## src/rtl/lvl_irq_ctrl.sv

```systemverilog
`timescale 1ns/1ps
module lvl_irq_ctrl #(
  parameter int NSRC = 10,
  parameter int LVLW = 3
) (
  input  logic                       clk,
  input  logic                       rst_n,
  input  logic [NSRC-1:0]            src_evt,
  input  logic                       reg_we,
  input  logic [$clog2(NSRC+2)-1:0]  reg_addr,
  input  logic [NSRC-1:0]            reg_wdata,
  output logic [NSRC-1:0]            reg_rdata,
  input  logic                       cpu_ie,
  input  logic [LVLW-1:0]            cpu_il,
  input  logic                       irq_ack,
  output logic                       irq_req,
  output logic [$clog2(NSRC)-1:0]    irq_id,
  output logic [LVLW-1:0]            irq_lvl
);
  localparam int AW  = $clog2(NSRC+2);
  localparam int IDW = $clog2(NSRC);
  localparam logic [AW-1:0] A_FLAG = AW'(0);
  localparam logic [AW-1:0] A_EN   = AW'(1);

  logic [NSRC-1:0] flag_q, en_q, pend, w1c, ack_clr;
  logic [LVLW-1:0] prio_q [NSRC];
  logic            any_pend;

  assign pend    = flag_q & en_q;
  assign w1c     = (reg_we && reg_addr == A_FLAG) ? reg_wdata : '0;
  assign ack_clr = (irq_ack && irq_req) ? ({{(NSRC-1){1'b0}}, 1'b1} << irq_id) : '0;

  always_ff @(posedge clk or negedge rst_n)
    if (!rst_n) flag_q <= '0;
    else        flag_q <= (flag_q & ~(w1c | ack_clr)) | src_evt;

  always_ff @(posedge clk or negedge rst_n)
    if (!rst_n)                            en_q <= '0;
    else if (reg_we && reg_addr == A_EN)   en_q <= reg_wdata;

  for (genvar g = 0; g < NSRC; g++) begin : g_prio
    always_ff @(posedge clk or negedge rst_n)
      if (!rst_n)                                 prio_q[g] <= '0;
      else if (reg_we && reg_addr == AW'(g + 2))  prio_q[g] <= reg_wdata[LVLW-1:0];
  end

  always_comb begin
    any_pend = 1'b0;
    irq_id   = '0;
    irq_lvl  = '0;
    for (int i = 0; i < NSRC; i++)
      if (pend[i] && (!any_pend || prio_q[i] > irq_lvl)) begin
        any_pend = 1'b1;
        irq_id   = IDW'(i);
        irq_lvl  = prio_q[i];
      end
  end

  assign irq_req = any_pend && cpu_ie && (cpu_il < irq_lvl);

  always_comb begin
    reg_rdata = '0;
    if (reg_addr == A_FLAG)    reg_rdata = flag_q;
    else if (reg_addr == A_EN) reg_rdata = en_q;
    else
      for (int i = 0; i < NSRC; i++)
        if (reg_addr == AW'(i + 2)) reg_rdata[LVLW-1:0] = prio_q[i];
  end
endmodule

```

## config.mk

```make
export PLATFORM = sky130hd
export DESIGN_NAME = lvl_irq_ctrl
export DESIGN_NICKNAME = d
export VERILOG_FILES = /design/src/rtl/lvl_irq_ctrl.sv
export SDC_FILE = /design/constraint.sdc
export NUM_CORES = 1
export LEC_CHECK = 0
export ABC_CLOCK_PERIOD_IN_PS = 22000
export BUFFER_PORTS_ARGS = -buffer_cell sky130_fd_sc_hd__buf_4
export CAP_MARGIN = 20
export CORE_UTILIZATION = 63
export DETAILED_ROUTE_END_ITERATION = 8
export PLACE_DENSITY = 0.86
export SKIP_CTS_REPAIR_TIMING = 1
export SLEW_MARGIN = 0
export SYNTH_ARGS = -nofsm -noshare
export SYNTH_HDL_FRONTEND = slang
export SYNTH_SLANG_ARGS = --single-unit
export TNS_END_PERCENT = 20
```

## constraint.sdc

```tcl
create_clock -name clk -period 22 [get_ports clk]
set_input_delay 1.1 -clock clk [delete_from_list [all_inputs] [get_ports clk]]
set_output_delay 1.1 -clock clk [all_outputs]
set_load 0.01 [all_outputs]
```

# Word-level counts from Yosys, hierarchy flattened
# Index checks and enable logic that the tools add are counted.
# classes
addsub	0
n_mul	0
div	0
n_shift	1
n_eq_ne	11
reduce_logical	43
bitwise	5
n_lt_le_gt_ge	10
n_mux	44
# op_table
op	count
$mux W3	21
$mux W4	8
$mux W10	3
$gt A3 B3 Y1	9
$logic_and A1 B1 Y1	24
$and A10 B10 Y10	2
$or A10 B10 Y10	2
$eq A4 B3 Y1 const B	4
$eq A4 B4 Y1 const B	4
$mux W1	11
$not A10 Y10	1
$shl A1 B4 Y10 const A	1
$logic_not A1 Y1	9
$logic_or A1 B1 Y1	9
$eq A4 B2 Y1 const B	2
$mux W7	1
$eq A4 B1 Y1 const B	1
$logic_not A4 Y1	1
$lt A3 B3 Y1	1
# word_totals
output_inout_bits	18
latchBits	0
word_cells	126
n_memories	0
mem_bits_rw	0
mem_bits_ro	0
reg_bits	50

# Depth between registers and ports, before layout
# Gate-level depths: netlist of run 1.
# depth
word_depth	46
depth_mapped	78
ltp_nobuf	76

# Worst setup path before layout of run 1
# OpenSTA, ideal clock, no wires.
# synth_path
path_type	register to output
start	register flag_q[0]
end	output irq_req
arrival_ns	12.850
path_stages_with_launch	68
t_required_ns	20.900
slack_ns	8.050
path_cell_list	dfrtp_1 and3_1 ha_1 and3_1 a211oi_1 a31o_2 a22o_1 inv_1 ha_1 and3_1 a211o_1 o21ai_0 a221oi_1 or2_2 ha_1 and3_1 a211o_1 a41oi_1 [... 32 more ...] ha_1 nor2b_1 o21ai_0 a32oi_1 o21ai_1 mux2i_1 ha_1 nor2b_1 o21ai_0 a32oi_1 o21bai_1 clkbuf_1 mux2i_1 ha_1 a211oi_1 o31a_1 nor3b_1 a22o_1
# synth_between
elab_chain_cells	40
elab_cells_between_ends	60
classes_between	order compare: 10; mux: 20; bitwise: 1; reduce/logical: 29
# synth_lines
element	line	text
start, declared	25	logic [NSRC-1:0] flag_q, en_q, pend, w1c, ack_clr;
start signal, assigned	35	else flag_q <= (flag_q & ~(w1c | ack_clr)) | src_evt;
$and A10 B10 Y10 *	29	assign pend = flag_q & en_q;
$mux W3 / $mux W1 (equally long branches)	52	if (pend[i] && (!any_pend || prio_q[i] > irq_lvl)) begin
$gt A3 B3 Y1 / $logic_not A1 Y1 (equally long branches)	52	
$logic_or A1 B1 Y1	52	
$logic_and A1 B1 Y1	52	
$mux W3 / $mux W1 (equally long branches)	52	
$gt A3 B3 Y1 / $logic_not A1 Y1 (equally long branches)	52	
$logic_or A1 B1 Y1	52	
[... 24 more ...]	--	
$logic_and A1 B1 Y1	52	
$mux W3 / $mux W1 (equally long branches)	52	
$gt A3 B3 Y1 / $logic_not A1 Y1 (equally long branches)	52	
$logic_or A1 B1 Y1	52	
$logic_and A1 B1 Y1	52	
$mux W3 / $mux W1 (equally long branches)	52	
$lt A3 B3 Y1 / $logic_and A1 B1 Y1 (equally long branches)	59	assign irq_req = any_pend && cpu_ie && (cpu_il < irq_lvl);
$logic_and A1 B1 Y1 *	59	
end, declared	16	output logic irq_req,
# Mark *: on every way between the ends. The rest lies on a longest branch, timed or not.

# Worst setup path after layout of run 1
# Ends and elaborated chain as after synthesis.

==> results.json, run 1 <==
{
  "status": "complete, no violations",
  "post_drt_wl_per_cell_um": 19.61,
  "clock_latency_ns": 0.31,
  "start_util_pct": 65.67,
  "cts.path.max_buffers": 2,
  "synthCells": 439,
  "grt_antenna_before_repair": 0,
  "area_delta_synth_final_pct": 14.49,
  "synth_edf_count": 0,
  "maxCapViolations": 0,
  "yosysWarnings": 0,
  "synth_top_family_by_area": "compound AO/OA/AOI/OAI gates",
  "placed_area_um2": 4340,
  "synthArstFlopShare_pct": 100.0,
  "vias": 3762,
  "synth_compound_area_share_pct": 24.09,
  "numPortBuffers": 49,
  "synth_area_um2": 3911,
  "die_y_um": 80.79,
  "synth-simple-area-share_pct": 17.53,
  "yosysTopAreaCellShare_pct": 31.99,
  "design_area_um2": 4478,
  "skew_ns": 0.004319,
  "drt_iter0_drc": 264,
  "synthTopCellsByArea": "dfrtp_1 32%, mux2_2 10%, ha_1 8.6%",
  "hold_viol_final": 0,
  "drtAntennaViolNets": 0,
  "routabilityCongestion": 0.9482,
  "first_pass_iters": 5,
  "slowest_stage": "o21bai_1",
  "layout.nets": 542,
  "routed_via_density": 6.730,
  "hp-class": "reg -> reg",
  "yosysTopAreaCell": "dfrtp_1",
  "synthesis.nets": 498,
  "grt_use_total_pct": 34.74,
  "tightest_slew_ns": 0.9924,
  "cp_common_cell": "ha_1",
  "setup_ws_ns": 5.508,
  "synth_cell_types": 58,
  "relSlewSlack_pct": 33.70,
  "slew_violations": 0,
  "grt_pass1_wl_um": 17160,
  "synth-xor-area-share_pct": 0,
  "clock-sinks": 50,
  "start_kind": "flip-flop",
  "setup_viol": 0,
  "synth_top_flop_cell": "dfrtp_1",
  "overflow": 0,
  "die_area_um2": 6527,
  "drcViolationCount": 0,
  "critical_path_peak_fanout": 14,
  "cts_buffers": 5,
  "cts-root-buf": "clkbuf_8",
  "post-place-ws_ns": 6.356,
  "path_class": "reg -> out",
  "antenna-diode-count": 0,
  "hold_slack_ns": 0.5470,
  "worstPathRequired_ns": 20.90,
  "critPathArrivalTime_ns": 15.39,
  "htree_levels": 2,
  "slowest_delay_ns": 0.80,
  "totalWireLength_um": 10960,
  "end_kind": "primary output",
  "max_freq_ghz": 0.06064,
  "grt_pass1_vias": 3499,
  "synth_mux_area_share_pct": 13.88,
  "period_minus_slack_ns": 16.49,
  "rsz0062_at_grt": "false",
  "clk_pin_slew_worst_paths_ns": 0.10,
  "rows": 28,
  "grt_max_degree": 51,
  "syn_avg_cell_area_um2": 8.909,
  "tritoncts": "built",
  "drive_gt1_share_pct": 23.35,
  "dp_hpwl_um": 8020,
  "ioPinCount": 50,
  "design.core.area_um2": 5956,
  "synth-seq-area-share_pct": 31.99,
  "tns_ns": 0,
  "synth_fa_ha_area_share_pct": 8.637,
  "ys_ff_latch": 50,
  "fin_crit_sh_pct": 74.96,
  "dieWidth_um": 80.79
}
## state kept, by name, indices dropped and copies added, names as in the netlist
signal,count
en_q,10
prio_q,30
flag_q,10
## placed cells by master, fill, tap and decap left out, drive strengths merged, types with 4 or more instances in the layout
cell type | Yosys | final
nand3 | 12 | 12
nand2b | 4 | 4
nand2 | 55 | 55
inv | 26 | 26
or2 | 4 | 4
mux2i | 10 | 10
ha | 27 | 27
nor3 | 8 | 8
a22o | 11 | 11
a31o | 4 | 4
dfrtp | 50 | 50
nor2 | 31 | 31
a32oi | 4 | 4
a41oi | 4 | 4
buf | 2 | 51
o21a | 5 | 5
nor2b | 8 | 8
o21ai | 19 | 19
and2 | 5 | 5
clkbuf | 12 | 5
nand3b | 6 | 6
a21oi | 36 | 36
mux2 | 37 | 37
and3 | 6 | 6
a31oi | 7 | 7
a211o | 4 | 4
a211oi | 4 | 4
## cells by family (layout without fill, tap and decap cells)
kind of cell               after synthesis  after routing
and+or+nand+nor                        146            146
AOI/OAI and AO/OA                      128            128
DFF                                     50             50
muxes                                   48             48
buffers and inverters                   40             85
adders and majority gates               27             27
## through the flow
step / util (%) / cells
floorplan: - / 439
global placement: 72.75 / 550
detailed placement: 72.88 / 551
CTS: 75.19 / 559
global route: 75.19 / 559
finish: 75.19 / 559
## critical path, delay by kind of cell (launching register included)
family	cells	cell delay, ns
compound gates	33	7.96
fa+ha+maj	10	2.62
buf+inv	5	0.50
flops	1	0.50
mux	2	0.63
simple gates	17	2.89
## path summary, 6_finish.rpt
| path | to | depth (start not counted) | slack (ns) | start |
|---|---|---|---|---|
| setup reg to reg | flag_q[0] | 68 | 6.12 | flag_q[0] |
| setup / recovery | irq_req | 67 | 5.51 | flag_q[0] |
| min in group asynchronous | flag_q[5] | 1 | 0.79 | rst_n |
| max in group asynchronous | prio_q[24] | 1 | 20.77 | rst_n |
| hold reg to reg | en_q[7] | 1 | 0.55 | en_q[7] |
| hold / removal | en_q[7] | 1 | 0.55 | en_q[7] |
## synth_stat cells, drive strengths merged (10+ instances only)
master / instances
inv: 26
mux2: 37
nand2: 55
o21ai: 19
dfrtp: 50
a22o: 11
a21oi: 36
nor2: 31
mux2i: 10
ha: 27
clkbuf: 12
nand3: 12
## layer usage
metal | global-route usage (%) | share of wire (%)
met1 | 46.87 | 43
met2 | 57.80 | 47
met3 | 4.382 | 7.5
met4 | 11.43 | 2.0
met5 | 0 | 0
## final cells by class
cell class                      instances  area [um2]
Inverter                               26       97.59
Sequential cell                        50        1251
Tap cell                               75       93.84
Timing Repair Buffer                   51       382.9
Clock buffer                            5       68.82
Fill cell                             442        1478
Multi-Input combinational cell        349        2515
Clock inverter                          3       68.82
Power of run 1 is not shown: default switching activity piles up to over one toggle a cycle in this logic, so the estimate is an artifact.
==> run 2: changes to the inputs <==
--- a/config.mk
+++ b/config.mk
@@ -5,12 +5,12 @@
 export SDC_FILE = /design/constraint.sdc
 export NUM_CORES = 1
 export LEC_CHECK = 0
-export ABC_CLOCK_PERIOD_IN_PS = 22000
+export ABC_CLOCK_PERIOD_IN_PS = 13400
 export BUFFER_PORTS_ARGS = -buffer_cell sky130_fd_sc_hd__buf_4
 export CAP_MARGIN = 20
-export CORE_UTILIZATION = 63
+export CORE_UTILIZATION = 53
 export DETAILED_ROUTE_END_ITERATION = 8
-export PLACE_DENSITY = 0.86
+export PLACE_DENSITY = 0.77
 export SKIP_CTS_REPAIR_TIMING = 1
 export SLEW_MARGIN = 0
 export SYNTH_ARGS = -nofsm -noshare
==> constraint.sdc (replaced) <==
create_clock -name clk -period 13.4 [get_ports clk]
set_input_delay 0.67 -clock clk [delete_from_list [all_inputs] [get_ports clk]]
set_output_delay 0.67 -clock clk [all_outputs]
set_load 0.01 [all_outputs]
==> run 2 against run 1 <==
Compared with the run above: the run now ends with setup timing left; worst setup slack worse by 6.1 ns; sequential share of layout area shrank 4.3 points; die area up 18%; hold slack worse by 0.19 ns; critical path depth rose by 4; global-route usage down 3.9 points; clock-buffer cell count unchanged.
==> results.json, run 2 (same netlist as run 1, synthesis figures left out) <==
{
  "rsz0062_at_grt": "true",
  "routabilityCongestion": 0.9859,
  "multi_input_area_um2": 2939,
  "totalWireLength_um": 13390,
  "layout.nets": 592,
  "design.core.area_um2": 6944,
  "maxCapViolations": 0,
  "violations": "setup timing",
  "grt_pass1_wl_um": 18060,
  "rr_worst_depth": 78,
  "cts_buffers": 5,
  "area_delta_synth_final_pct": 35.67,
  "critical_path_peak_fanout": 6,
  "grt_pass1_vias": 3691,
  "crit_start": "flag_q[0]",
  "hp-class": "in -> async",
  "largest_reg_flops": 30,
  "drtAntennaViolNets": 0,
  "die_area_um2": 7727,
  "largest_register": "prio_q",
  "first_pass_iters": 5,
  "start_kind": "flip-flop",
  "numPortBuffers": 49,
  "num-fill-cells": 442,
  "slowest_stage": "dfrtp_1",
  "tritoncts": "built",
  "post_drt_wl_per_cell_um": 21.25,
  "ioPinCount": 50,
  "cts.path.max_buffers": 2,
  "grt_antenna_before_repair": 0,
  "final_cell_mix": "94 x buf_4, 51 x nand2_1, 49 x dfrtp_1",
  "drcViolationCount": 0,
  "start_util_pct": 56.32,
  "clock_latency_ns": 0.33,
  "antenna-diode-count": 0,
  "regArea_um2": 1252,
  "hold_viol_final": 0,
  "period_minus_slack_ns": 13.96,
  "clk_pin_slew_worst_paths_ns": 0.10,
  "routed_via_density": 6.462,
  "clock-sinks": 50,
  "path_class": "reg -> out",
  "die_y_um": 87.91,
  "dp_hpwl_um": 8593,
  "end_kind": "primary output",
  "drive_gt1_share_pct": 44.19,
  "htree_levels": 2,
  "grt_use_total_pct": 30.79,
  "critPathArrivalTime_ns": 13.29,
  "relSlewSlack_pct": 24.89,
  "vias": 4071,
  "reg.largest.list": "prio_q x30, en_q x10, flag_q x10",
  "setup_ws_ns": -0.5647,
  "fin_crit_sh_pct": 104.2,
  "status": "complete, but fails checks",
  "skew_ns": 0.008109,
  "setup_viol": 9,
  "rows": 30,
  "slowest_delay_ns": 0.44,
  "cts-root-buf": "clkbuf_8",
  "rrSetupSlack_ns": -0.36,
  "slew_violations": 0,
  "max_freq_ghz": 0.07161,
  "reg2reg_to": "flag_q[0]",
  "tightest_slew_ns": 1.117,
  "final_common_cell": "buf_4",
  "overflow": 0,
  "hold_slack_ns": 0.3574,
  "dieWidth_um": 87.91,
  "worstPathRequired_ns": 12.73,
  "r2r-start": "flag_q[0]",
  "grt_max_degree": 51,
  "drt_iter0_drc": 348
}
==> run 2: worst max path at each step <==
stage	to	slack (ns)	cells past startpoint
after global placement	flag_q[2]	0.01	71
final	irq_req	-0.56	71
after detailed placement	flag_q[2]	-0.55	70
after floorplan	irq_req	0.06	67
after global routing	irq_req	-0.93	74
after CTS	irq_req	-0.86	66
==> run 2: through the flow <==
stage | std cells | area (um2) | util [%] | TNS (ns) | setup WS, ns
final | 630 | 5306 | 76.41 | -3.120 | -0.5647
after global routing | 630 | 5306 | 76.41 | -8.734 | -0.9290
after CTS | 604 | 4663 | 67.15 | -5.675 | -0.8599
after detailed placement | 596 | 4551 | 65.53 | -4.504 | -0.5517
after global placement | 596 | 4551 | 65.53 | 0 | 0.01089
after floorplan | 439 | 3916 | - | 0 | 0.05702
==> run 2: worst max-delay path, delay by kind of cell (launching register included) <==
| kind | cells | cell delay (ns) |
|---|---|---|
| buffers and inverters | 7 | 0.76 |
| adder cells (fa/ha/maj) | 10 | 2.70 |
| AND/OR/NAND/NOR | 15 | 2.14 |
| AO/OA/AOI/OAI | 38 | 6.57 |
| flip-flops | 1 | 0.44 |
| multiplexers | 1 | 0.35 |
==> run 2: layout make-up <==
| cell class | count | area share [%] |
|---|---|---|
| clock buffers | 5 | 1.297 |
| well taps | 96 | 2.264 |
| repair buffers | 101 | 14.78 |
| clock inverters | 3 | 0.8253 |
| flip-flops and latches | 50 | 23.60 |
| inverters | 26 | 1.839 |
| multi-input cells | 349 | 55.39 |
==> run 2: per-layer routing <==
layer	GRT usage, %	up-vias	part of all wire, %
met1	41.85	1973	41
met2	50.81	218	48
met5	0	-	0
met4	10.13	0	4.2
met3	3.959	58	7.0
li1	-	1822	-
Power of run 2 is left out for the same reason.
